**src/rtl/tmr_pkg.sv**
```systemverilog
package tmr_pkg;

   // Access code held per channel; the zero code doubles as "no latch pending".
   typedef enum logic [1:0] {
      ACC_NONE = 2'd0,
      ACC_LO   = 2'd1,
      ACC_HI   = 2'd2,
      ACC_WORD = 2'd3
   } acc_e;

   typedef struct packed {
      logic       out;
      logic       nul;
      acc_e       acc;
      logic [2:0] mode;
      logic       bcd;
   } stat_t;

   // Mode codes 6 and 7 alias onto 2 and 3.
   function automatic logic [2:0] fold_mode(input logic [2:0] m);
      return (m > 3'd5) ? (m - 3'd4) : m;
   endfunction

endpackage

```
**src/rtl/tmr_cw_decode.sv**
```systemverilog
module tmr_cw_decode #(
   parameter int NUM_CH = 3
) (
   input  logic              wr_en,
   input  logic              rd_en,
   input  logic [1:0]        addr,
   input  logic [7:1]        wbits,
   output logic [NUM_CH-1:0] cfg_we,
   output logic [NUM_CH-1:0] cnt_lat,
   output logic [NUM_CH-1:0] sts_lat,
   output logic [NUM_CH-1:0] dat_we,
   output logic [NUM_CH-1:0] dat_re
);
   localparam logic [1:0] CW_ADDR = 2'd3;
   localparam logic [1:0] RB_SEL  = 2'd3;

   logic       cw_wr;
   logic [1:0] sel;
   logic       is_rb;
   logic       acc_zero;

   assign cw_wr    = wr_en && (addr == CW_ADDR);
   assign sel      = wbits[7:6];
   assign is_rb    = (sel == RB_SEL);
   assign acc_zero = (wbits[5:4] == 2'd0);

   for (genvar i = 0; i < NUM_CH; i++) begin : g_dec
      logic hit_sel;
      logic hit_rb;
      assign hit_sel   = cw_wr && !is_rb && (sel == 2'(i));
      assign hit_rb    = cw_wr && is_rb && wbits[1+i];
      assign cfg_we[i]  = hit_sel && !acc_zero;
      assign cnt_lat[i] = (hit_sel && acc_zero) || (hit_rb && !wbits[5]);
      assign sts_lat[i] = hit_rb && !wbits[4];
      assign dat_we[i]  = wr_en && (addr == 2'(i));
      assign dat_re[i]  = rd_en && (addr == 2'(i));
   end

endmodule

```
**src/rtl/tmr_chan_port.sv**
```systemverilog
module tmr_chan_port
   import tmr_pkg::*;
#(
   parameter int BYTE_W = 8
) (
   input  logic                clk,
   input  logic                rst_n,
   input  logic                cfg_we,
   input  logic [5:0]          cfg_bits,
   input  logic                cnt_lat,
   input  logic                sts_lat,
   input  logic                dat_we,
   input  logic                dat_re,
   input  logic [BYTE_W-1:0]   wbyte,
   input  logic [2*BYTE_W-1:0] live,
   input  logic                out_i,
   input  logic                null_i,
   output logic [BYTE_W-1:0]   rd_byte,
   output logic                load_stb,
   output logic [2*BYTE_W-1:0] load_val,
   output logic [2:0]          mode_o,
   output logic                bcd_o
);
   localparam int CNT_W = 2 * BYTE_W;

   if (BYTE_W != $bits(stat_t)) begin : g_chk_w
      $error("tmr_chan_port: status byte layout needs BYTE_W of 8");
   end

   acc_e              acc;
   logic [2:0]        mode;
   logic              bcd;
   logic              wr_hi;
   logic              rd_hi;
   logic [BYTE_W-1:0] hold;
   acc_e              lat;
   logic [CNT_W-1:0]  lcnt;
   logic              sts_v;
   stat_t             sts;

   assign mode_o = mode;
   assign bcd_o  = bcd;

   always_ff @(posedge clk or negedge rst_n) begin
      if (!rst_n) begin
         acc      <= ACC_WORD;
         mode     <= '0;
         bcd      <= 1'b0;
         wr_hi    <= 1'b0;
         rd_hi    <= 1'b0;
         hold     <= '0;
         lat      <= ACC_NONE;
         lcnt     <= '0;
         sts_v    <= 1'b0;
         sts      <= '0;
         load_stb <= 1'b0;
         load_val <= '0;
      end else begin
         load_stb <= 1'b0;

         if (cfg_we) begin
            acc   <= acc_e'(cfg_bits[5:4]);
            mode  <= fold_mode(cfg_bits[3:1]);
            bcd   <= cfg_bits[0];
            wr_hi <= 1'b0;
            rd_hi <= 1'b0;
         end

         if (dat_we) begin
            unique case (acc)
               ACC_HI: begin
                  load_val <= {wbyte, {BYTE_W{1'b0}}};
                  load_stb <= 1'b1;
               end
               ACC_WORD: begin
                  if (!wr_hi) begin
                     hold  <= wbyte;
                     wr_hi <= 1'b1;
                  end else begin
                     load_val <= {wbyte, hold};
                     load_stb <= 1'b1;
                     wr_hi    <= 1'b0;
                  end
               end
               default: begin
                  load_val <= {{BYTE_W{1'b0}}, wbyte};
                  load_stb <= 1'b1;
               end
            endcase
         end

         if (dat_re) begin
            if (sts_v) begin
               sts_v <= 1'b0;
            end else if (lat != ACC_NONE) begin
               lat <= (lat == ACC_WORD) ? ACC_HI : ACC_NONE;
            end else if (acc == ACC_WORD) begin
               rd_hi <= ~rd_hi;
            end
         end

         if (cnt_lat && (lat == ACC_NONE)) begin
            lcnt <= live;
            lat  <= acc;
         end

         if (sts_lat && !sts_v) begin
            sts   <= '{out: out_i, nul: null_i, acc: acc, mode: mode, bcd: bcd};
            sts_v <= 1'b1;
         end
      end
   end

   always_comb begin
      if (sts_v) begin
         rd_byte = sts;
      end else if (lat == ACC_LO || lat == ACC_WORD) begin
         rd_byte = lcnt[BYTE_W-1:0];
      end else if (lat == ACC_HI) begin
         rd_byte = lcnt[CNT_W-1:BYTE_W];
      end else if (acc == ACC_HI || (acc == ACC_WORD && rd_hi)) begin
         rd_byte = live[CNT_W-1:BYTE_W];
      end else begin
         rd_byte = live[BYTE_W-1:0];
      end
   end

   AST_LATCH_HOLD: assert property (@(posedge clk) disable iff (!rst_n)
      (lat != ACC_NONE && !dat_re) |=> ($stable(lcnt) && $stable(lat)));
   AST_STS_FIRST: assert property (@(posedge clk) disable iff (!rst_n)
      (sts_v && dat_re && !cnt_lat) |=> $stable(lat));
   AST_CFG_TOGGLE: assert property (@(posedge clk) disable iff (!rst_n)
      (cfg_we && !dat_we && !dat_re) |=> (!wr_hi && !rd_hi));
   AST_HI_LOAD: assert property (@(posedge clk) disable iff (!rst_n)
      (dat_we && acc == ACC_HI) |=> (load_stb && load_val[BYTE_W-1:0] == '0));
   AST_WORD_FIRST: assert property (@(posedge clk) disable iff (!rst_n)
      (dat_we && acc == ACC_WORD && !wr_hi) |=> !load_stb);

endmodule

```
**src/rtl/tmr_rd_mux.sv**
```systemverilog
module tmr_rd_mux #(
   parameter int NUM_CH = 3,
   parameter int BYTE_W = 8
) (
   input  logic [1:0]               addr,
   input  logic [NUM_CH*BYTE_W-1:0] bytes_i,
   output logic [BYTE_W-1:0]        rdata
);
   always_comb begin
      rdata = '0;
      for (int i = 0; i < NUM_CH; i++) begin
         if (addr == 2'(i)) rdata = bytes_i[i*BYTE_W +: BYTE_W];
      end
   end
endmodule

```
**src/rtl/tmr_rw_port.sv**
```systemverilog
module tmr_rw_port #(
   parameter int NUM_CH = 3,
   parameter int BYTE_W = 8
) (
   input  logic                       clk,
   input  logic                       rst_n,
   input  logic [1:0]                 bus_addr,
   input  logic                       bus_wr,
   input  logic                       bus_rd,
   input  logic [7:0]                 bus_wdata,
   output logic [7:0]                 bus_rdata,
   input  logic [NUM_CH*2*BYTE_W-1:0] ch_count,
   input  logic [NUM_CH-1:0]          ch_out,
   input  logic [NUM_CH-1:0]          ch_null,
   output logic [NUM_CH-1:0]          ld_stb,
   output logic [NUM_CH*2*BYTE_W-1:0] ld_val,
   output logic [NUM_CH*3-1:0]        ch_mode,
   output logic [NUM_CH-1:0]          ch_bcd
);
   localparam int CNT_W = 2 * BYTE_W;

   if (NUM_CH < 1 || NUM_CH > 3) begin : g_chk_n
      $error("tmr_rw_port: NUM_CH must be 1 to 3");
   end
   if (BYTE_W != 8) begin : g_chk_b
      $error("tmr_rw_port: BYTE_W must be 8");
   end

   logic [NUM_CH-1:0]        cfg_we, cnt_lat, sts_lat, dat_we, dat_re;
   logic [NUM_CH*BYTE_W-1:0] rd_bytes;

   tmr_cw_decode #(.NUM_CH(NUM_CH)) u_dec (
      .wr_en   (bus_wr),
      .rd_en   (bus_rd),
      .addr    (bus_addr),
      .wbits   (bus_wdata[7:1]),
      .cfg_we  (cfg_we),
      .cnt_lat (cnt_lat),
      .sts_lat (sts_lat),
      .dat_we  (dat_we),
      .dat_re  (dat_re)
   );

   for (genvar i = 0; i < NUM_CH; i++) begin : g_ch
      tmr_chan_port #(.BYTE_W(BYTE_W)) u_ch (
         .clk      (clk),
         .rst_n    (rst_n),
         .cfg_we   (cfg_we[i]),
         .cfg_bits (bus_wdata[5:0]),
         .cnt_lat  (cnt_lat[i]),
         .sts_lat  (sts_lat[i]),
         .dat_we   (dat_we[i]),
         .dat_re   (dat_re[i]),
         .wbyte    (bus_wdata),
         .live     (ch_count[i*CNT_W +: CNT_W]),
         .out_i    (ch_out[i]),
         .null_i   (ch_null[i]),
         .rd_byte  (rd_bytes[i*BYTE_W +: BYTE_W]),
         .load_stb (ld_stb[i]),
         .load_val (ld_val[i*CNT_W +: CNT_W]),
         .mode_o   (ch_mode[i*3 +: 3]),
         .bcd_o    (ch_bcd[i])
      );
   end

   tmr_rd_mux #(.NUM_CH(NUM_CH), .BYTE_W(BYTE_W)) u_mux (
      .addr    (bus_addr),
      .bytes_i (rd_bytes),
      .rdata   (bus_rdata)
   );

   AST_LOAD_ONEHOT: assert property (@(posedge clk) disable iff (!rst_n)
      $onehot0(ld_stb));
   AST_CW_READ_ZERO: assert property (@(posedge clk) disable iff (!rst_n)
      (bus_rd && bus_addr == 2'd3) |-> (bus_rdata == 8'h00));
   AST_MODE_RANGE: assert property (@(posedge clk) disable iff (!rst_n)
      (bus_wr && bus_addr == 2'd3 && bus_wdata[7:6] == 2'd0 && bus_wdata[5:4] != 2'd0)
      |=> (ch_mode[2:0] <= 3'd5));

endmodule

```
**config.mk**
```make
export PLATFORM = sky130hd
export DESIGN_NAME = tmr_rw_port
export DESIGN_NICKNAME = d
export VERILOG_FILES = /design/src/rtl/tmr_pkg.sv /design/src/rtl/tmr_cw_decode.sv /design/src/rtl/tmr_chan_port.sv /design/src/rtl/tmr_rd_mux.sv /design/src/rtl/tmr_rw_port.sv
export SDC_FILE = /design/constraint.sdc
export NUM_CORES = 1
export LEC_CHECK = 0
export CORE_MARGIN = 2
export CORE_UTILIZATION = 45
export DETAILED_ROUTE_END_ITERATION = 10
export MAX_ROUTING_LAYER = met4
export PLACE_DENSITY = 0.65
export SYNTH_ARGS = -nofsm -noshare
export SYNTH_HDL_FRONTEND = slang
export SYNTH_HIERARCHICAL = 1
export SYNTH_SLANG_ARGS = --single-unit
```
**constraint.sdc**
```tcl
create_clock -name clk -period 2 [get_ports clk]
set_clock_uncertainty 0.05 [all_clocks]
set_input_delay 0.4 -clock clk [delete_from_list [all_inputs] [get_ports clk]]
set_output_delay 0.4 -clock clk [all_outputs]
set_load 0.05 [all_outputs]
```
==> flow_summary.json <==
{
  "outcome": "complete, but fails checks",
  "violations": "setup timing",
  "synth-xor-area-share": 0,
  "cts_tree": "yes",
  "nNetsFinal": 1056,
  "netlist_area_sq_mm": 0.008687,
  "n_antenna_cell": 0,
  "drv_cap": 0,
  "synth-compound-area-share": 0.1396,
  "drcViolationCount": 0,
  "num_vias": 7012,
  "numCtsBuffers": 17,
  "root_buffer": "clkbuf_16",
  "io_buffers": 138,
  "rsz0062_at_grt": "true",
  "criticalPathCategory": "flip-flop to output port",
  "syn_area_per_cell_sq_um": 11.46,
  "arrival_ns": 2.25,
  "final_common_cell": "dfrtp_1",
  "synthDistinctLibCells": 54,
  "drt_iter0_markers": 386,
  "startpoint_type": "flip-flop",
  "cts_num_sinks": 180,
  "pre_cts_ws_ns": -0.6744,
  "drive_above_1_share": 0.3177,
  "ant_nets": 0,
  "relSlewSlack": 0.6657,
  "power.density_mw_per_mm2": 1185,
  "report.final.slew_viol_count": 0,
  "die_w_um": 142.9,
  "r2r_cells": 5,
  "fin_crit_sh": 1.352,
  "rows": 50,
  "die_area_sq_mm": 0.02043,
  "ys.warnings.count": 6,
  "synth_top_family_by_area": "multiplexers",
  "mostFrequentLayoutCells": "dfrtp_1 (174), buf_4 (119), nand2_1 (78), clkdlybuf4s50_1 (58), mux2_2 (55)",
  "fmax_mhz": 369.8,
  "critPathMaxFanout": 8,
  "final_hold_viol_count": 0,
  "avgViaCountPerCell": 5.561,
  "worst_pin_slew_ns": 0.5034,
  "rr_endpoint": "g_ch[2].u_ch/hold[7]",
  "synthMuxAreaShare": 0.1694,
  "path_clk_slew_ns": 0.06,
  "setup_tns_ns": -5.187,
  "grt_usage": 0.2527,
  "p_leak_nw": 5.716,
  "hp-class": "input pin to asynchronous set/reset pin",
  "postSynth.asyncResetShare": 1.000,
  "fillers": 1478,
  "yosys_register_bits": 180,
  "setup_ws_ns": -0.7038,
  "dp_hpwl_mm": 17.06,
  "ys_seq_area_frac": 0.5194,
  "grt_pass1_wl_mm": 38.92,
  "wl_mm": 24.53,
  "overflow": 0,
  "synth_edf_count": 0,
  "r2r_slack_ns": 0.07,
  "clk_latency_ns": 0.42,
  "reg2reg_from": "g_ch[2].u_ch/acc[1]",
  "core_sq_mm": 0.01883,
  "synthesis.nets": 826,
  "antenna_found_initial": 0,
  "required_ns": 1.55,
  "placed_cell_area_sq_mm": 0.01130,
  "grt_max_degree": 66,
  "crit_path_end_kind": "output port",
  "synth-simple-area-share": 0.1073,
  "vdd_drop_max_mv": 0.7253,
  "io_pins": 139,
  "routabilityCongestion": 0.9223,
  "initial_core_util": 0.4613,
  "area_growth_pct": 39.90,
  "yosys_most_used_dff": "dfrtp_1",
  "fin_crit_ns": 2.704,
  "place_inst": 1218,
  "report.final.setup_viol": 8,
  "design_area_sq_mm": 0.01215,
  "synthAdderAreaFrac": 0,
  "drtPass1Iterations": 5,
  "synthCells": 758,
  "hold_slack_ns": 0.2935,
  "cts.path.max_buffers": 2,
  "grt_pass1_vias": 7263,
  "h-tree-depth": 4,
  "avgRoutedWirePerCell_um": 19.45,
  "fin_cells": 1261,
  "die-height_um": 142.9
}
==> cell usage after synthesis, drive strengths merged (4+ instances only) <==
cell	count	share of area
clkbuf	18	0.0078
a32oi	23	0.023
a22o	19	0.019
o211ai	16	0.014
nand3	17	0.0098
nor3b	4	0.0035
nand3b	5	0.0043
dfstp	6	0.018
o2bb2ai	8	0.0081
nand2b	11	0.0079
buf	36	0.034
nor2	8	0.0037
and3	5	0.0036
o21ai	58	0.036
mux2	99	0.14
mux2i	27	0.031
nor4	5	0.0036
nand2	80	0.035
dfrtp	174	0.50
a31oi	8	0.0058
a221oi	23	0.023
inv	51	0.023
nand4	16	0.012
nor2b	18	0.014
==> kinds of logic after synthesis <==
group,Yosys count
flops,180
buf+inv,106
mux,126
compound gates,165
simple gates,181
==> where the power goes <==
part	internal, mW	switching (mW)
registers	4.64	0.676
logic	2.49	3.43
clock network	1.78	1.39
==> flip-flops by register name, indices dropped and copies added, names as in the netlist <==
name,flops
g_ch.u_ch/load_stb,3
g_ch.u_ch/sts_v,3
g_ch.u_ch/wr_hi,3
g_ch.u_ch/mode_o,9
g_ch.u_ch/sts,24
g_ch.u_ch/hold,24
g_ch.u_ch/acc,6
g_ch.u_ch/rd_hi,3
g_ch.u_ch/bcd_o,3
g_ch.u_ch/load_val,48
g_ch.u_ch/lat,6
g_ch.u_ch/lcnt,48
==> per-stage QoR <==
stage,power [mW],util
final,14.40,0.6454
after global routing,15.09,0.6454
after CTS,14.39,0.6383
after detailed placement,11.24,0.5999
after global placement,11.08,0.5999
after floorplan,8.809,-
==> critical path: stages (launching register included) <==
cell	delay, ns
dfrtp_1	0.38
buf_4	0.15
nor2_4	0.16
buf_12	0.14
nand4_1	0.13
a32oi_2	0.28
buf_4	0.17
mux2i_2	0.08
o2bb2ai_4	0.18
buf_12	0.15
==> per-layer routing <==
metal	vias to the layer above	wire length, um	track usage
met5	-	0	-
met4	0	221	0.05941
met3	21	1185	0.04225
met2	226	12580	0.4236
met1	3573	10540	0.3228
li1	3192	-	-
==> worst max-delay path by stage <==
stage / start / to / slack, ns / cells past startpoint
global placement: bus_wdata[4] / g_ch[1].u_ch/lcnt[12] / -0.66 / 6
detailed placement: bus_wdata[7] / g_ch[1].u_ch/lcnt[15] / -0.67 / 6
finish: g_ch[1].u_ch/lat[1] / bus_rdata[3] / -0.70 / 9
global route: g_ch[1].u_ch/acc[0] / bus_rdata[3] / -0.79 / 8
CTS: g_ch[1].u_ch/acc[0] / bus_rdata[3] / -0.69 / 8
floorplan: g_ch[1].u_ch/acc[0] / bus_rdata[6] / -0.005 / 6
==> layout make-up <==
type,count,area (sq um),area share
Timing Repair Buffer,264,2579,0.2122
Sequential cell,180,4512,0.3713
Tap cell,260,325.3,0.02677
Clock inverter,8,80.08,0.006589
Clock buffer,24,471.7,0.03881
Inverter,52,200.2,0.01647
Multi-Input combinational cell,473,3985,0.3279
==> timing repair <==
item,in CTS,in global routing
setup buffers,5,4
hold buffers,1,0
cloned,3,1
endpoints found under the hold margin,61,0
resized for setup,86,12
pin swaps,17,15
endpoints found under the setup margin,112,20
Power figures use the tool's default switching activity.
